===== src/rtl/i2c_regs_pkg.sv =====
package i2c_regs_pkg;

    localparam int unsigned DATA_W  = 32;
    localparam int unsigned OFS_W   = 8;
    localparam int unsigned IEN_W   = 6;
    localparam int unsigned STAT_W  = 16;

    localparam logic [OFS_W-1:0] OFS_REV   = 8'h00;
    localparam logic [OFS_W-1:0] OFS_IEN   = 8'h04;
    localparam logic [OFS_W-1:0] OFS_STAT  = 8'h08;
    localparam logic [OFS_W-1:0] OFS_VEC   = 8'h0C;
    localparam logic [OFS_W-1:0] OFS_SYSST = 8'h10;
    localparam logic [OFS_W-1:0] OFS_BUF   = 8'h14;
    localparam logic [OFS_W-1:0] OFS_CNT   = 8'h18;
    localparam logic [OFS_W-1:0] OFS_CTRL  = 8'h24;
    localparam logic [OFS_W-1:0] OFS_OWN   = 8'h28;
    localparam logic [OFS_W-1:0] OFS_TGT   = 8'h2C;

    localparam int unsigned ST_NACK = 1;
    localparam int unsigned ST_ARDY = 2;
    localparam int unsigned ST_RXR  = 3;
    localparam int unsigned ST_TXR  = 4;
    localparam int unsigned ST_XUDF = 10;
    localparam int unsigned ST_ROVR = 11;
    localparam int unsigned ST_BUSY = 12;

    localparam int unsigned DMA_RX_BIT = 15;
    localparam int unsigned DMA_TX_BIT = 7;
    localparam int unsigned CTRL_EN_BIT = 15;

    localparam logic [STAT_W-1:0] ST_KEEP    = 16'h0C1E;
    localparam logic [STAT_W-1:0] SWCLR_MASK = 16'h0027;
    localparam logic [15:0]       BUF_MASK   = 16'h8080;
    localparam logic [15:0]       CTRL_MASK  = 16'hCF87;

    typedef struct packed {
        logic rx_ovr;
        logic tx_udf;
        logic tx_rdy;
        logic rx_rdy;
        logic acc_rdy;
        logic nack;
    } st_evt_t;

endpackage


===== src/rtl/i2c_stat_reg.sv =====
module i2c_stat_reg
    import i2c_regs_pkg::*;
(
    input  logic              clk,
    input  logic              rst,
    input  st_evt_t           evt,
    input  logic [STAT_W-1:0] clr_mask,
    output logic [STAT_W-1:0] stat
);
    logic [STAT_W-1:0] stat_d, stat_q, set_w;

    always_comb begin
        set_w          = '0;
        set_w[ST_NACK] = evt.nack;
        set_w[ST_ARDY] = evt.acc_rdy;
        set_w[ST_RXR]  = evt.rx_rdy;
        set_w[ST_TXR]  = evt.tx_rdy;
        set_w[ST_XUDF] = evt.tx_udf;
        set_w[ST_ROVR] = evt.rx_ovr;
        // set has priority over every clear source
        stat_d = ((stat_q & ~clr_mask) | set_w) & ST_KEEP;
    end

    always_ff @(posedge clk) begin
        if (rst) stat_q <= '0;
        else     stat_q <= stat_d;
    end

    assign stat = stat_q;
endmodule


===== src/rtl/i2c_low_vec.sv =====
module i2c_low_vec #(
    parameter int unsigned N  = 6,
    localparam int unsigned CW = $clog2(N + 1)
) (
    input  logic [N-1:0]  pend,
    output logic [N-1:0]  onehot,
    output logic [CW-1:0] code
);
    logic [N-1:0] none_below;

    assign none_below[0] = 1'b1;

    for (genvar g = 0; g < N; g++) begin : g_chain
        assign onehot[g] = pend[g] & none_below[g];
        if (g < N - 1) begin : g_nx
            assign none_below[g+1] = none_below[g] & ~pend[g];
        end
    end

    always_comb begin
        code = '0;
        for (int i = 0; i < N; i++) begin
            if (onehot[i]) code = CW'(i + 1);
        end
    end
endmodule


===== src/rtl/i2c_ctrl_regs.sv =====
module i2c_ctrl_regs
    import i2c_regs_pkg::*;
#(
    parameter logic [15:0] REV     = 16'h0034,
    parameter int unsigned CNT_W   = 16,
    parameter int unsigned SADDR_W = 10
) (
    input  logic               clk,
    input  logic               rst,
    input  logic               wr_en,
    input  logic               rd_en,
    input  logic [7:0]         addr,
    input  logic [31:0]        wdata,
    output logic [31:0]        rdata,
    input  logic               ev_nack,
    input  logic               ev_acc_rdy,
    input  logic               ev_rx_rdy,
    input  logic               ev_tx_rdy,
    input  logic               ev_tx_udf,
    input  logic               ev_rx_ovr,
    input  logic               clr_rx_rdy,
    input  logic               clr_tx_rdy,
    input  logic               bus_busy,
    output logic               irq,
    output logic               drq_rx,
    output logic               drq_tx,
    output logic [15:0]        ctrl,
    output logic [CNT_W-1:0]   byte_count,
    output logic [SADDR_W-1:0] own_addr,
    output logic [SADDR_W-1:0] tgt_addr
);
    localparam int unsigned VCW = $clog2(IEN_W + 1);

    typedef struct packed {
        logic [IEN_W-1:0]   ie;
        logic [15:0]        dma;
        logic [CNT_W-1:0]   cnt;
        logic [15:0]        ctrl;
        logic [SADDR_W-1:0] oa;
        logic [SADDR_W-1:0] sa;
        logic [DATA_W-1:0]  rdata;
    } regs_t;

    regs_t             r_d, r_q;
    logic [STAT_W-1:0] stat_w, clr_w, sw_clr, vec_clr, stat_rd;
    logic [IEN_W-1:0]  pend_w, pend_hot;
    logic [VCW-1:0]    vec_code;
    logic [IEN_W-1:0]  ie_w;
    logic [15:0]       dma_w;
    st_evt_t           evt_w;
    logic              unused_hi;

    assign unused_hi = ^wdata[DATA_W-1:16];

    assign evt_w = '{rx_ovr: ev_rx_ovr, tx_udf: ev_tx_udf, tx_rdy: ev_tx_rdy,
                     rx_rdy: ev_rx_rdy, acc_rdy: ev_acc_rdy, nack: ev_nack};

    assign pend_w = stat_w[IEN_W-1:0] & r_q.ie;

    i2c_low_vec #(.N(IEN_W)) u_vec (
        .pend   (pend_w),
        .onehot (pend_hot),
        .code   (vec_code)
    );

    always_comb begin
        clr_w          = sw_clr | vec_clr;
        clr_w[ST_RXR]  = clr_w[ST_RXR] | clr_rx_rdy;
        clr_w[ST_TXR]  = clr_w[ST_TXR] | clr_tx_rdy;
    end

    i2c_stat_reg u_stat (
        .clk      (clk),
        .rst      (rst),
        .evt      (evt_w),
        .clr_mask (clr_w),
        .stat     (stat_w)
    );

    always_comb begin
        stat_rd          = stat_w;
        stat_rd[ST_BUSY] = bus_busy;
    end

    always_comb begin
        r_d     = r_q;
        sw_clr  = '0;
        vec_clr = '0;
        if (wr_en) begin
            unique case (addr)
                OFS_IEN:  r_d.ie = wdata[IEN_W-1:0];
                OFS_STAT: sw_clr = wdata[STAT_W-1:0] & SWCLR_MASK;
                OFS_BUF: begin
                    r_d.dma = wdata[15:0] & BUF_MASK;
                    if (wdata[DMA_RX_BIT]) r_d.ie[ST_RXR] = 1'b0;
                    if (wdata[DMA_TX_BIT]) r_d.ie[ST_TXR] = 1'b0;
                end
                OFS_CNT:  r_d.cnt  = wdata[CNT_W-1:0];
                OFS_CTRL: r_d.ctrl = wdata[15:0] & CTRL_MASK;
                OFS_OWN:  r_d.oa   = wdata[SADDR_W-1:0];
                OFS_TGT:  r_d.sa   = wdata[SADDR_W-1:0];
                default: ;
            endcase
        end
        if (rd_en) begin
            unique case (addr)
                OFS_REV:   r_d.rdata = DATA_W'(REV);
                OFS_IEN:   r_d.rdata = DATA_W'(r_q.ie);
                OFS_STAT:  r_d.rdata = DATA_W'(stat_rd);
                OFS_VEC: begin
                    r_d.rdata = DATA_W'(vec_code);
                    vec_clr   = STAT_W'(pend_hot);
                end
                OFS_SYSST: r_d.rdata = DATA_W'(r_q.ctrl[CTRL_EN_BIT]);
                OFS_BUF:   r_d.rdata = DATA_W'(r_q.dma);
                OFS_CNT:   r_d.rdata = DATA_W'(r_q.cnt);
                OFS_CTRL:  r_d.rdata = DATA_W'(r_q.ctrl);
                OFS_OWN:   r_d.rdata = DATA_W'(r_q.oa);
                OFS_TGT:   r_d.rdata = DATA_W'(r_q.sa);
                default:   r_d.rdata = '0;
            endcase
        end
    end

    always_ff @(posedge clk) begin
        if (rst) r_q <= '0;
        else     r_q <= r_d;
    end

    assign ie_w       = r_q.ie;
    assign dma_w      = r_q.dma;
    assign rdata      = r_q.rdata;
    assign irq        = |pend_w;
    assign drq_rx     = r_q.dma[DMA_RX_BIT] & stat_w[ST_RXR];
    assign drq_tx     = r_q.dma[DMA_TX_BIT] & stat_w[ST_TXR];
    assign ctrl       = r_q.ctrl;
    assign byte_count = r_q.cnt;
    assign own_addr   = r_q.oa;
    assign tgt_addr   = r_q.sa;
endmodule


===== config.mk =====
export PLATFORM = sky130hd
export DESIGN_NAME = i2c_ctrl_regs
export DESIGN_NICKNAME = d
export VERILOG_FILES = /design/src/rtl/i2c_regs_pkg.sv /design/src/rtl/i2c_stat_reg.sv /design/src/rtl/i2c_low_vec.sv /design/src/rtl/i2c_ctrl_regs.sv
export SDC_FILE = /design/constraint.sdc
export NUM_CORES = 1
export LEC_CHECK = 0
export BUFFER_PORTS_ARGS = -buffer_cell sky130_fd_sc_hd__buf_4
export CORE_MARGIN = 2
export CORE_UTILIZATION = 45
export CTS_BUF_LIST = sky130_fd_sc_hd__clkbuf_8
export CTS_CLUSTER_SIZE = 28
export DETAILED_ROUTE_END_ITERATION = 12
export GPL_TIMING_DRIVEN = 0
export PLACE_DENSITY = 0.73
export SYNTH_ARGS = -nofsm -noshare
export SYNTH_HDL_FRONTEND = slang
export SYNTH_SLANG_ARGS = --single-unit
export TNS_END_PERCENT = 5

===== constraint.sdc =====
create_clock -name clk -period 2.8 [get_ports clk]
set_input_delay 0.28 -clock clk [delete_from_list [all_inputs] [get_ports clk]]
set_output_delay 0.28 -clock clk [all_outputs]
set_load 0.1 [all_outputs]

# --- After elaboration in Yosys (flattened, before gate mapping) ---
# Index checks and enable logic that the tools add are counted.
totals:
  reg_bits: 92
  latch_bits: 0
  mem_bits_rw: 0
  romBits: 0
  out_inout_bits: 87
  elab_cells: 69
  n_memories: 0
op_classes:
  add_sub_neg: 0
  multipliers: 0
  n_div: 0
  order_cmp: 0
  eq_ne: 11
  n_shift: 0
  mux: 14
  bitwise: 23
  n_reduce_logical: 11
op_table:
  columns: ["op", "count"]
  rows:
  - ["case mux 16 bit (10 select lines)", 1]
  - ["== test 8 x 5 -> 1 bit (second input constant)", 3]
  - ["== test 8 x 6 -> 1 bit (second input constant)", 3]
  - ["2-to-1 mux 6 bit", 4]
  - ["== test 8 x 4 -> 1 bit (second input constant)", 2]
  - ["2-to-1 mux 3 bit", 5]
  - ["AND 12 bit", 1]
  - ["inverter 12 bit", 1]
  - ["bitwise OR 12 bit", 1]
  - ["bitwise OR 12 x 6 -> 12 bit", 1]
  - ["AND reduction 2 bit", 6]
  - ["AND 1 bit", 11]
  - ["== test 8 x 3 -> 1 bit (second input constant)", 1]
  - ["logical NOT 8 bit", 1]
  - ["AND 6 bit", 1]
  - ["AND reduction 3 bit", 2]
  - ["OR reduction 6 bit", 1]
  - ["inverter 1 bit", 5]
  - ["!= test 2 bit (second input constant)", 2]
  - ["case mux 2 bit (2 select lines)", 1]
  - ["2-to-1 mux 1 bit", 3]
  - ["bitwise OR 1 bit", 2]
  - ["nonzero test 2 bit", 1]

# --- Logic depth before layout (Yosys ltp) ---
logic_depth:
  word_depth: 14
  mapped_depth: 8
  ltp_nobuf: 5

# --- By module ---
# Synthesis repeated with hierarchy kept, for this count alone.
unflattened:
  hier_cells: 469
  area_unflattened_um2: 4152.7
modules_own_cells:
  columns: ["mod", "n_inst", "cells_each", "area_per_inst_um2", "seq_area_each_um2"]
  rows:
  - ["i2c_ctrl_regs", 1, 420, 3723.6, 1401.3]
  - ["i2c_stat_reg", 1, 35, 334.1, 120.1]
  - ["i2c_low_vec", 1, 14, 95.1, 0.0]

# --- Worst setup path before layout ---
# No wires, ideal clock.
synth_timing:
  path_kind: "reg2reg"
  startpoint: "register r_q (netlist bit tgt_addr[2])"
  endpoint: "register r_q (netlist bit rdata[2])"
  setup_time_ns: 0.137
  arrival_time_ns: 1.681
  path_slack_ns: 0.981
  path_stages_with_launch: 5
  n_path_buf: 0
  period_less_slack_ns: 1.819
  cell_sequence: "dfxtp_1 > mux2_1 > a32o_1 > a221oi_1 > a221oi_2"
synth_via:
  elab_chain_len: 1
synth_rtl:
  columns: ["element", "line_no", "rtl"]
  rows:
  - ["start, declared", "i2c_ctrl_regs.sv:44", "regs_t r_d, r_q;"]
  - ["start signal, assigned", "i2c_ctrl_regs.sv:127", "else r_q <= r_d;"]
  - ["case mux 16 bit (10 select lines)", "i2c_ctrl_regs.sv:106", "unique case (addr)"]
# Every way passes these cells.
# A chain may end at the register's enable or synchronous reset.

# --- Worst setup path in the final report ---
layout_timing:
  startpoint: "register r_q (netlist bit ie_w[1])"
  endpoint: "output port irq"
layout_via:
  elab_chain_len: 2
layout_rtl:
  columns: ["element", "line_no", "rtl"]
  rows:
  - ["AND 6 bit", "i2c_ctrl_regs.sv:58", "assign pend_w = stat_w[IEN_W-1:0] & r_q.ie;"]
  - ["OR reduction 6 bit", "i2c_ctrl_regs.sv:133", "assign irq = |pend_w;"]
  - ["end, declared", "i2c_ctrl_regs.sv:24", "output logic irq,"]
# Every way passes these cells.

==> impl_summary.txt <==
----------------------------------------------------
[Setup path]
  Capture point of the worst reg-to-reg path ... rdata[2]
  Startpoint Class ... register
  Worst Setup Path Type ... register to primary output
  Cells on worst reg2reg path ... 4
  Category of the worst setup path capture point ... primary output
  Endpoint required time on the critical path ... 2520 ps
  Worst setup slack for register-to-register paths ... 1270 ps
  Data arrival time of the worst path ... 1350 ps
  Critical register-to-register path startpoint ... tgt_addr[2]
  Peak fanout along the critical path ... 5

[Placement]
  IO Port Bufs ... 100
  GP Congestion ... 0.934
  Pre-CTS setup slack ... 897 ps
  HPWL Detailed ... 8840 µm

[Synth]
  Top cell type's share of synthesized area ... 41.7%
  Prevailing post-synth register cell ... sky130_fd_sc_hd__dfxtp_1
  Library cells used by synthesis ... 48
  Largest area contributor in the synthesized netlist ... sky130_fd_sc_hd__dfxtp_1
  Mux share of post-synthesis cell area ... 5.90%
  Adder-cell share of the synthesized area ... 0%
  Async S/R FF share, synth ... 0%
  Complex-gate fraction of the synthesized area ... 20.3%
  Mapped Avg Cell Area ... 8.48 µm²
  Dominant combinational cell family by area after synthesis ... simple AND/OR/NAND/NOR gates
  Synth Instances ... 430
  Number of flops mapped to enable cells by yosys ... 0
  Xor-xnor portion of the synthesized cell area ... 0%
  Flops & latches, synth ... 76
  Sequential element share of the synthesized area ... 41.7%
  Total standard cell area after synthesis ... 0.00364 mm²
  Number of synthesis warnings ... 0
  Area fraction in and, or, nand and nor cells after synthesis ... 22.8%
  Top area cells in the synthesized netlist ... sky130_fd_sc_hd__dfxtp_1 42%, sky130_fd_sc_hd__nand2_1 9.0%, sky130_fd_sc_hd__a21oi_1 6.2%

[Timing]
  Setup repair after global routing missed its margin ... no
  Minimum period implied by the final worst setup slack ... 1630 ps
  Final Hold Vio Count ... 0
  Final Max Tran Viols ... 0
  Measured slew at the worst slew-check pin ... 651 ps
  Max_slew headroom ... 56.4%
  Setup ws final ... 1170 ps
  Achievable clock frequency ... 612 MHz
  Maximum clock skew at final layout ... 12.1 ps
  Setup TNS ... 0 ps
  Fin crit share ... 58.4%
  Final setup violation count ... 0

[Floorplan]
  Core Region ... 0.00777 mm²
  FP Rows ... 32
  Die X-Extent ... 94.0 µm
  Full die area ... 0.00884 mm²
  DIE HEIGHT ... 94.0 µm
  Initial Utilization ... 46.9%
  Number of top-level design ports ... 140

[Clock tree]
  Post-cts sizing count ... 0
  Cts bufs inserted ... 9
  Clk root buf ... sky130_fd_sc_hd__clkbuf_8
  CTS Hold Bufs ... 0
  Clock latency of the later-clocked register in the worst-skew pair ... 360 ps
  CTS tree ... built
  Post-CTS repair timing setup buffer count ... 0
  H-tree Lvls ... 3
  Worst-path clk slew ... 90 ps
  Clock sinks ... 76
  Max Buffers Root-to-Sink ... 2

[Global route]
  Met2 GRT Util ... 43.9%
  Total gr overflow ... 0
  Wire length of the first global-routing pass ... 18300 µm
  Global routing usage on met3 ... 5.30%
  Met1 Use GR ... 37.1%
  Number of antenna violations at the first check in global routing ... 0
  Vias in the first global route ... 3385
  Maximum number of pins on one net before global-route repair ... 14
  Overall Global Routing Usage ... 27.5%
  Most Crowded Layer GR ... met2

[Route]
  Routed len/inst ... 18.1 µm
  Initial DRC Count ... 375
  Wire length after detailed routing ... 12100 µm
  DR vias/cell ... 5.61
  Remaining routing DRC violations ... 0
  Number of iterations in the first detailed-routing pass ... 5
  DRT antenna net count ... 0
  Number of vias in the routed layout ... 3756

[Finish]
  Final net count ... 615
  Post-layout util ... 62.3%
  Post-synthesis to final-layout area growth ... 32.8%
  Number of inserted diodes ... 0
  Ratio of cells with drive above 1 in the final layout ... 30.9%
  Layout filler cell count ... 701

[Min path]
  Depth of the worst hold-timing path ... 3
  Class of the tightest hold or removal check ... primary input to register
  Worst Min Path Start ... ev_tx_udf
  Endpoint of the worst hold path ... u_stat.stat[10]

[Power]
  IR drop worst, VDD ... 0.000285 V
  Leakage power total ... 0.00211 µW
  Total power divided by cell area ... 502 mW/mm²

[Job]
  Maxcap violations ... 0

[Status]
  Outcome ... finished, final reports clean

----------------------------------------------------
## through the flow
stage	hold slack, ps	std cells	instance area, µm²	total power [µW]
after floorplan	396	451	3720	1340
after global placement	443	653	4600	1430
after detailed placement	446	653	4600	1430
after CTS	130	669	4840	2420
after global routing	132	669	4840	2490
final	123	669	4840	2430
## power breakdown
part           switching [µW]  internal, µW  total (µW)
sequential               7.43          1090        1090
clock                     428           590        1020
combinational             237          82.2         319
total                     672          1760        2430
## flip-flops by register name, summed over array words and instances, names as in the netlist
name,count
byte_count,16
rdata,16
ctrl,10
own_addr,10
tgt_addr,10
ie_w,6
u_stat.stat,6
dma_w,2
## worst max path at each step
stage	from	to	slack, ps	cells past startpoint
after global routing	addr[4]	byte_count[7]	1120	8
after global placement	addr[1]	ctrl[9]	940	7
after CTS	ie_w[1]	irq	1190	3
after detailed placement	wr_en	u_stat.stat[2]	900	6
after floorplan	tgt_addr[2]	rdata[2]	980	4
final	ie_w[1]	irq	1170	3
## worst max-delay path: stages (launching register included)
cell	delay [ps]
sky130_fd_sc_hd__dfxtp_1	360
sky130_fd_sc_hd__a22oi_1	280
sky130_fd_sc_hd__nand2_1	110
sky130_fd_sc_hd__buf_4	250
## routing by layer
metal / vias up / part of all wire [%]
met3: 30 / 9.7
li1: 1744 / -
met4: 0 / 2.8
met5: - / 0
met2: 238 / 46
met1: 1744 / 42
## cell usage in the layout, fill, tap and decap left out, types with 4 or more instances in the layout
cell,n
sky130_fd_sc_hd__clkbuf_8,9
sky130_fd_sc_hd__nor2_1,29
sky130_fd_sc_hd__a31oi_1,4
sky130_fd_sc_hd__a22oi_1,13
sky130_fd_sc_hd__buf_2,11
sky130_fd_sc_hd__and2_1,4
sky130_fd_sc_hd__a22o_1,18
sky130_fd_sc_hd__o21ai_1,4
sky130_fd_sc_hd__dfxtp_1,76
sky130_fd_sc_hd__clkbuf_1,10
sky130_fd_sc_hd__a21oi_1,45
sky130_fd_sc_hd__buf_4,126
sky130_fd_sc_hd__conb_1,22
sky130_fd_sc_hd__mux2i_1,17
sky130_fd_sc_hd__nand3_1,18
sky130_fd_sc_hd__o21ai_0,9
sky130_fd_sc_hd__inv_1,7
sky130_fd_sc_hd__nand2_1,87
## kinds of logic after synthesis
group | after synthesis
AOI/OAI and AO/OA | 110
buffers and inverters | 55
DFF | 76
muxes | 21
other | 1
and+or+nand+nor | 167
## area by class of cell
type	instances	area [µm²]	area share (%)
Clock inverter	7	115	2.38
Sequential cell	76	1520	31.4
Timing Repair Buffer	100	751	15.5
Multi-Input combinational cell	320	1870	38.6
Inverter	6	22.5	0.465
Buffer	49	310	6.41
Tap cell	102	128	2.64
Clock buffer	9	124	2.56
## synth_stat cells (3+ instances only)
cell type                  instances
sky130_fd_sc_hd__a22oi_1          13
sky130_fd_sc_hd__a32o_1            3
sky130_fd_sc_hd__buf_4            26
sky130_fd_sc_hd__mux2i_1          17
sky130_fd_sc_hd__a31oi_1           4
sky130_fd_sc_hd__nand3_1          18
sky130_fd_sc_hd__clkbuf_1         10
sky130_fd_sc_hd__o21ai_1           4
sky130_fd_sc_hd__and2_1            4
sky130_fd_sc_hd__buf_2            11
sky130_fd_sc_hd__inv_1             6
sky130_fd_sc_hd__nor2_1           29
sky130_fd_sc_hd__and3_1            3
sky130_fd_sc_hd__a22o_1           18
sky130_fd_sc_hd__a221oi_2          3
sky130_fd_sc_hd__nand2_1          87
sky130_fd_sc_hd__a21oi_1          45
sky130_fd_sc_hd__nand2_2           3
sky130_fd_sc_hd__mux2_2            3
sky130_fd_sc_hd__dfxtp_1          76
sky130_fd_sc_hd__o21ai_0           9
sky130_fd_sc_hd__nor2b_1           3
Note: power is estimated with default switching activity, not from simulation.
